===== src/rtl/pwr_ts_pkg.sv =====
package pwr_ts_pkg;
    localparam int DW   = 8;
    localparam int NFLD = 6;
    localparam int SW   = DW * NFLD;
    localparam int NFLAG = 3;

    typedef logic [SW-1:0] stamp_t;
    typedef logic [2:0]    trip_t;

    localparam trip_t MAIN_TOP_CODE = 3'd5;
    localparam trip_t BAT_TOP_CODE  = 3'd6;

    localparam int FLG_MAIN = 0;
    localparam int FLG_BAT1 = 1;
    localparam int FLG_BAT2 = 2;

    localparam int ADR_STATUS = 0;
    localparam int ADR_MAIN   = 9;
    localparam int ADR_BAT    = 10;
    localparam int ADR_ENTRY  = 16;
    localparam int ADR_RETURN = 24;
endpackage


===== src/rtl/pwr_ts_supply_edge.sv =====
module pwr_ts_supply_edge (
    input  logic clk,
    input  logic rst_n,
    input  logic main_present,
    output logic to_battery,
    output logic to_main
);
    typedef struct packed {
        logic pres;
    } edge_st_t;

    edge_st_t st_d, st_q;

    always_comb begin
        st_d       = st_q;
        st_d.pres  = main_present;
        to_battery = st_q.pres & ~main_present;
        to_main    = ~st_q.pres & main_present;
    end

    always_ff @(posedge clk or negedge rst_n) begin
        if (!rst_n) st_q <= '{pres: 1'b1};
        else        st_q <= st_d;
    end
endmodule


===== src/rtl/pwr_ts_slot.sv =====
module pwr_ts_slot
    import pwr_ts_pkg::*;
#(
    parameter bit KEEP_FIRST = 1'b0
) (
    input  logic   clk,
    input  logic   rst_n,
    input  logic   trig,
    input  logic   clr,
    input  stamp_t stamp_in,
    output logic   valid,
    output stamp_t stamp
);
    typedef struct packed {
        logic   valid;
        stamp_t stamp;
    } slot_st_t;

    slot_st_t st_d, st_q;
    logic     may_take;

    generate
        if (KEEP_FIRST) begin : g_first
            assign may_take = ~st_q.valid;
        end else begin : g_last
            assign may_take = 1'b1;
        end
    endgenerate

    always_comb begin
        st_d = st_q;
        if (clr) begin
            st_d = '0;
        end else if (trig && may_take) begin
            st_d.valid = 1'b1;
            st_d.stamp = stamp_in;
        end
    end

    always_ff @(posedge clk or negedge rst_n) begin
        if (!rst_n) st_q <= '0;
        else        st_q <= st_d;
    end

    assign valid = st_q.valid;
    assign stamp = st_q.stamp;
endmodule


===== src/rtl/pwr_ts_ctrl.sv =====
module pwr_ts_ctrl
    import pwr_ts_pkg::*;
(
    input  logic             clk,
    input  logic             rst_n,
    input  logic             wr_main,
    input  logic             wr_bat,
    input  logic             wr_stat,
    input  logic [DW-1:0]    wdata,
    input  logic             main_below,
    input  logic             bat1_below,
    input  logic             bat2_below,
    input  logic             to_main,
    output trip_t            main_sel,
    output trip_t            bat1_sel,
    output trip_t            bat2_sel,
    output logic             main_en,
    output logic             bat1_en,
    output logic             bat2_en,
    output logic [NFLAG-1:0] flags,
    output logic             reseal,
    output logic             clr_stamps
);
    typedef struct packed {
        trip_t            main_sel;
        trip_t            bat1_sel;
        trip_t            bat2_sel;
        logic             reseal;
        logic [NFLAG-1:0] flags;
    } ctrl_st_t;

    ctrl_st_t         st_d, st_q;
    logic [NFLAG-1:0] raise;
    logic [NFLAG-1:0] keep;

    always_comb begin
        main_en = (st_q.main_sel <= MAIN_TOP_CODE);
        bat1_en = (st_q.bat1_sel <= BAT_TOP_CODE);
        bat2_en = (st_q.bat2_sel <= BAT_TOP_CODE);

        raise = '0;
        raise[FLG_MAIN] = main_en & main_below;
        raise[FLG_BAT1] = bat1_en & bat1_below;
        raise[FLG_BAT2] = bat2_en & bat2_below;
        keep = wr_stat ? wdata[NFLAG-1:0] : '1;

        st_d = st_q;
        if (wr_main) st_d.main_sel = wdata[2:0];
        if (wr_bat) begin
            st_d.bat1_sel = wdata[5:3];
            st_d.bat2_sel = wdata[2:0];
            st_d.reseal   = wdata[6];
        end
        if (to_main) st_d.reseal = 1'b0;
        st_d.flags = (st_q.flags & keep) | raise;

        clr_stamps = wr_main & wdata[7];
    end

    always_ff @(posedge clk or negedge rst_n) begin
        if (!rst_n) st_q <= '0;
        else        st_q <= st_d;
    end

    assign main_sel = st_q.main_sel;
    assign bat1_sel = st_q.bat1_sel;
    assign bat2_sel = st_q.bat2_sel;
    assign flags    = st_q.flags;
    assign reseal   = st_q.reseal;
endmodule


===== src/rtl/pwr_ts_top.sv =====
module pwr_ts_top
    import pwr_ts_pkg::*;
#(
    parameter int ADDR_W = 5
) (
    input  logic              clk,
    input  logic              rst_n,
    input  logic [ADDR_W-1:0] reg_addr,
    input  logic              reg_wr,
    input  logic [7:0]        reg_wdata,
    output logic [7:0]        reg_rdata,
    input  logic              main_present,
    input  logic              main_below,
    input  logic              bat1_below,
    input  logic              bat2_below,
    input  logic [7:0]        cal_sec,
    input  logic [7:0]        cal_min,
    input  logic [7:0]        cal_hour,
    input  logic [7:0]        cal_day,
    input  logic [7:0]        cal_mon,
    input  logic [7:0]        cal_year,
    output logic [2:0]        main_trip_code,
    output logic              main_cmp_en,
    output logic [2:0]        bat1_trip_code,
    output logic              bat1_cmp_en,
    output logic [2:0]        bat2_trip_code,
    output logic              bat2_cmp_en,
    output logic              bat_disconnect
);
    localparam logic [ADDR_W-1:0] A_STATUS = ADDR_W'(ADR_STATUS);
    localparam logic [ADDR_W-1:0] A_MAIN   = ADDR_W'(ADR_MAIN);
    localparam logic [ADDR_W-1:0] A_BAT    = ADDR_W'(ADR_BAT);

    logic             wr_main, wr_bat, wr_stat;
    logic             to_battery, to_main;
    logic [NFLAG-1:0] flags;
    logic             reseal, clr_stamps;
    logic             entry_valid, return_valid;
    stamp_t           entry_stamp, return_stamp, cal_now;
    trip_t            main_sel, bat1_sel, bat2_sel;

    assign cal_now = {cal_year, cal_mon, cal_day, cal_hour, cal_min, cal_sec};
    assign wr_main = reg_wr && (reg_addr == A_MAIN);
    assign wr_bat  = reg_wr && (reg_addr == A_BAT);
    assign wr_stat = reg_wr && (reg_addr == A_STATUS);

    pwr_ts_supply_edge u_edge (
        .clk          (clk),
        .rst_n        (rst_n),
        .main_present (main_present),
        .to_battery   (to_battery),
        .to_main      (to_main)
    );

    pwr_ts_ctrl u_ctrl (
        .clk        (clk),
        .rst_n      (rst_n),
        .wr_main    (wr_main),
        .wr_bat     (wr_bat),
        .wr_stat    (wr_stat),
        .wdata      (reg_wdata),
        .main_below (main_below),
        .bat1_below (bat1_below),
        .bat2_below (bat2_below),
        .to_main    (to_main),
        .main_sel   (main_sel),
        .bat1_sel   (bat1_sel),
        .bat2_sel   (bat2_sel),
        .main_en    (main_cmp_en),
        .bat1_en    (bat1_cmp_en),
        .bat2_en    (bat2_cmp_en),
        .flags      (flags),
        .reseal     (reseal),
        .clr_stamps (clr_stamps)
    );

    pwr_ts_slot #(.KEEP_FIRST(1'b1)) u_entry (
        .clk      (clk),
        .rst_n    (rst_n),
        .trig     (to_battery),
        .clr      (clr_stamps),
        .stamp_in (cal_now),
        .valid    (entry_valid),
        .stamp    (entry_stamp)
    );

    pwr_ts_slot #(.KEEP_FIRST(1'b0)) u_return (
        .clk      (clk),
        .rst_n    (rst_n),
        .trig     (to_main),
        .clr      (clr_stamps),
        .stamp_in (cal_now),
        .valid    (return_valid),
        .stamp    (return_stamp)
    );

    always_comb begin
        reg_rdata = '0;
        if (reg_addr == A_STATUS)
            reg_rdata = {3'b000, return_valid, entry_valid, flags};
        else if (reg_addr == A_MAIN)
            reg_rdata = {5'b00000, main_sel};
        else if (reg_addr == A_BAT)
            reg_rdata = {1'b0, reseal, bat1_sel, bat2_sel};
        for (int i = 0; i < NFLD; i++) begin
            if (reg_addr == ADDR_W'(ADR_ENTRY + i))
                reg_rdata = entry_stamp[i*DW +: DW];
            if (reg_addr == ADDR_W'(ADR_RETURN + i))
                reg_rdata = return_stamp[i*DW +: DW];
        end
    end

    assign main_trip_code = main_sel;
    assign bat1_trip_code = bat1_sel;
    assign bat2_trip_code = bat2_sel;
    assign bat_disconnect = reseal;
endmodule


===== config.mk =====
export PLATFORM = sky130hd
export DESIGN_NAME = pwr_ts_top
export DESIGN_NICKNAME = d
export VERILOG_FILES = /design/src/rtl/pwr_ts_pkg.sv /design/src/rtl/pwr_ts_supply_edge.sv /design/src/rtl/pwr_ts_slot.sv /design/src/rtl/pwr_ts_ctrl.sv /design/src/rtl/pwr_ts_top.sv
export SDC_FILE = /design/constraint.sdc
export NUM_CORES = 1
export LEC_CHECK = 0
export BUFFER_PORTS_ARGS = -buffer_cell sky130_fd_sc_hd__buf_2
export CORE_MARGIN = 3
export CORE_UTILIZATION = 60
export CTS_BUF_LIST = sky130_fd_sc_hd__clkbuf_2
export DETAILED_ROUTE_END_ITERATION = 16
export PLACE_DENSITY = 0.83
export SLEW_MARGIN = 10
export SYNTH_ARGS = -nofsm -noshare
export SYNTH_HDL_FRONTEND = slang
export SYNTH_HIERARCHICAL = 1
export SYNTH_SLANG_ARGS = --single-unit

===== constraint.sdc =====
create_clock -name clk -period 1.9 [get_ports clk]
set_clock_uncertainty 0.2 [all_clocks]
set_input_delay 0.19 -clock clk [delete_from_list [all_inputs] [get_ports clk]]
set_output_delay 0.19 -clock clk [all_outputs]
set_load 0.01 [all_outputs]

==> flow_summary_export.csv <==
group,metric,value,unit
status,status,"finished, violations left",
status,violations,"setup timing",
global_route,grt_overflow_total,0,
final_layout,nets,937,
critical_path,cpMaxStageDelayCell,"dfrtp_1",
critical_path,cp-end-kind,"primary output",
floorplan,die_h,111.0,um
critical_path,cp_cell_sequence,"nor3b_2, a31oi_2, o22ai_2, a221oi_2, o221ai_1, buf_2",
place,routabilityCongestion,0.9648,
timing,fmax,360.8,MHz
yosys,syn_inst,642,
yosys,synth_cell_type_count,66,
global_route,grtUsageTotal,38.91,%
place,place_inst,906,
critical_path,path_class,"flip-flop to primary output",
cts,htreeDepth,3,
floorplan,ioPinCount,89,
place,placed_cell_area,7755,um^2
critical_path,crit_required,1.51,ns
yosys,synth_fp_nets,710,
timing,worst_slew_pin_slew,0.6114,ns
floorplan,core-area,10510,um^2
yosys,synth_area_leader_cell,"dfrtp_1",
floorplan,initial_core_util,62.89,%
yosys,async_flop_share,100.0,%
global_route,use_met1,51.19,%
global_route,grt_pass1_wl,37180,um
cts,clkLatencyLatePin,0.71,ns
yosys,avgSynthCellArea,10.29,um^2
yosys,yosys_warnings,6,
timing,drv_slew,0,
cts,clk_pin_slew,0.32,ns
routing,drtIter0Drc,999,
global_route,use_met2,61.37,%
yosys,synth_area_leaders,"dfrtp_1, mux2i_1, nand4bb_1",
timing,tns,-5.845,ns
routing,drc_errors,0,
place,place_hpwl,15330,um
timing,period_share,145.9,%
final_layout,area_delta_synth_final,37.20,%
cts,cts-buffers-inserted,9,
final_layout,diodes,0,
final_layout,drive_above_1_share,34.10,%
routing,totalWireLength,25430,um
power_and_ir_drop,peakVddDrop,881.9,uV
critical_path,max_stage_delay,0.49,ns
floorplan,die_w,111.0,um
routing,routed_via_density,6.671,
global_route,antenna_found_initial,0,
timing,relSlewSlack,59.24,%
routing,routedWlPerCell,25.18,um
routing,antenna_left,0,
yosys,synthTopCellsByCount,"dfrtp_1, nor2_1, mux2i_1, nand2b_1, nand4bb_1",
global_route,busiest_layer,"met2",
power_and_ir_drop,leakagePower,3.950,nW
timing,setup_violations,12,
routing,via_count,6738,
timing,fin_ws,-0.8720,ns
yosys,yosysMostFrequentCell,"dfrtp_1",
cts,clock-sinks,112,
critical_path,arrival,2.38,ns
cts,clockRootBuffer,"clkbuf_2",
floorplan,rows,37,
power_and_ir_drop,power.density,722.9,nW/um^2
min_path,hold_class,"input port to flip-flop",
yosys,synthFlopType,"dfrtp_1",
yosys,yosysSeqAreaShare,42.43,%
place,port_buffers,88,
timing,hold_viol,0,
yosys,ys_ff_latch,112,
timing,rsz0062_at_grt,"true",
routing,drtPass1Iterations,6,
critical_path,path_max_fanout,2,
yosys,syn_area,6609,um^2
global_route,use_met3,11.03,%
cts,clock_path_buffers,2,
floorplan,fp.dieArea,12310,um^2
timing,post-route-min-period,2.772,ns
final_layout,final_cells,1010,
critical_path,worstSetupStartpointType,"flip-flop",
global_route,grt_pass1_vias,6605,
final_layout,stdcell_area,9067,um^2
cts,cts_tree,"built",
yosys,synth_top_area_share,42.03,%
job,drv_cap,0,
yosys,synth_edf_count,0,
global_route,grt_start_max_net_pins,113,
where the power goes:
part	internal (mW)	switching (mW)	total (mW)
sequential	2.83	0.417	3.25
clock	0.458	0.912	1.37
combinational	0.952	0.984	1.94
total	4.24	2.31	6.55
cells by family (layout without fill, tap and decap cells):
family                 after synthesis  in the layout  share of synthesized area (%)
and+or+nand+nor                    254            254                          24.93
muxes                               75             75                          11.91
AOI/OAI and AO/OA                  138            138                          14.48
DFF                                112            112                          42.43
buffers and inverters               63            295                          6.247
registers in the layout, summed over array words and instances, names as in the netlist:
name,count
u_entry/valid,1
u_ctrl/reseal,1
u_entry/stamp,48
u_ctrl/main_sel,3
u_edge/st_q,1
u_return/stamp,48
u_return/valid,1
u_ctrl/flags,3
u_ctrl/bat2_sel,3
u_ctrl/bat1_sel,3
cell usage in the layout (no fill, tap or decap), types with 9 or more instances in the layout:
cell and instances:
o21ai_1 29, buf_6 16, dlygate4sd3_1 72, o21ai_0 11, nand4bb_1 48, nand2_1 15, buf_12 14, buf_2 78
a21oi_1 10, nor2_1 70, mux2i_1 62, dfrtp_1 107, nand2b_1 60, nor2b_1 9, o21ai_2 21, clkbuf_2 9
buf_4 92
per-layer routing:
layer  routed length (um)  up-vias
met5                    0        -
met4                 1512        0
met3                 2603      137
met2                11720      527
met1                 9588     3290
li1                     -     2784
final cells by class:
cell class              instances  area [um^2]
multi-input cells             467         3642
repair buffers                273         2275
well taps                     136        170.2
clock inverters                 7        103.9
inverters                       6        22.52
flip-flops and latches        112         2809
clock buffers                   9        45.04
fillers                       507         1441
path summary, 6_finish.rpt:
check | end | cells after the start | slack [ns] | from
max | reg_rdata[7] | 6 | -0.87 | u_entry/stamp[7]
min | u_entry/stamp[34] | 4 | 0.07 | cal_mon[2]
max reg2reg | u_ctrl/main_sel[1] | 4 | -0.04 | u_ctrl/main_sel[1]
min reg2reg | u_entry/stamp[36] | 2 | 0.36 | u_entry/stamp[36]
max in group asynchronous | u_return/stamp[39] | 4 | 0.61 | rst_n
min in group asynchronous | u_entry/stamp[22] | 4 | 0.42 | rst_n
repair_timing:
item	in CTS	in global routing
hold endpoints to repair	224	0
hold buffers	73	0
pin swaps	18	17
resized for setup	22	42
setup endpoints to repair	10	17
setup buffers	4	15
per-stage QoR:
step / utilization (%) / power [mW] / hold WS (ns) / setup slack, ns
floorplan: - / 3.938 / -0.3056 / 0.04370
global placement: 73.79 / 4.597 / 0.1045 / -0.3753
detailed placement: 73.79 / 4.673 / 0.1265 / -0.3994
CTS: 83.40 / 6.160 / 0.05910 / -0.8130
global route: 86.28 / 6.791 / 0.02870 / -0.9901
finish: 86.28 / 6.555 / 0.07079 / -0.8720
worst max-delay path, delay by kind of cell (launching register included):
kind            cells  cell delay (ns)
buf+inv             1             0.18
simple gates        1             0.17
compound gates      4             0.84
flops               1             0.49
No activity file was read; power rests on OpenSTA's default activity.
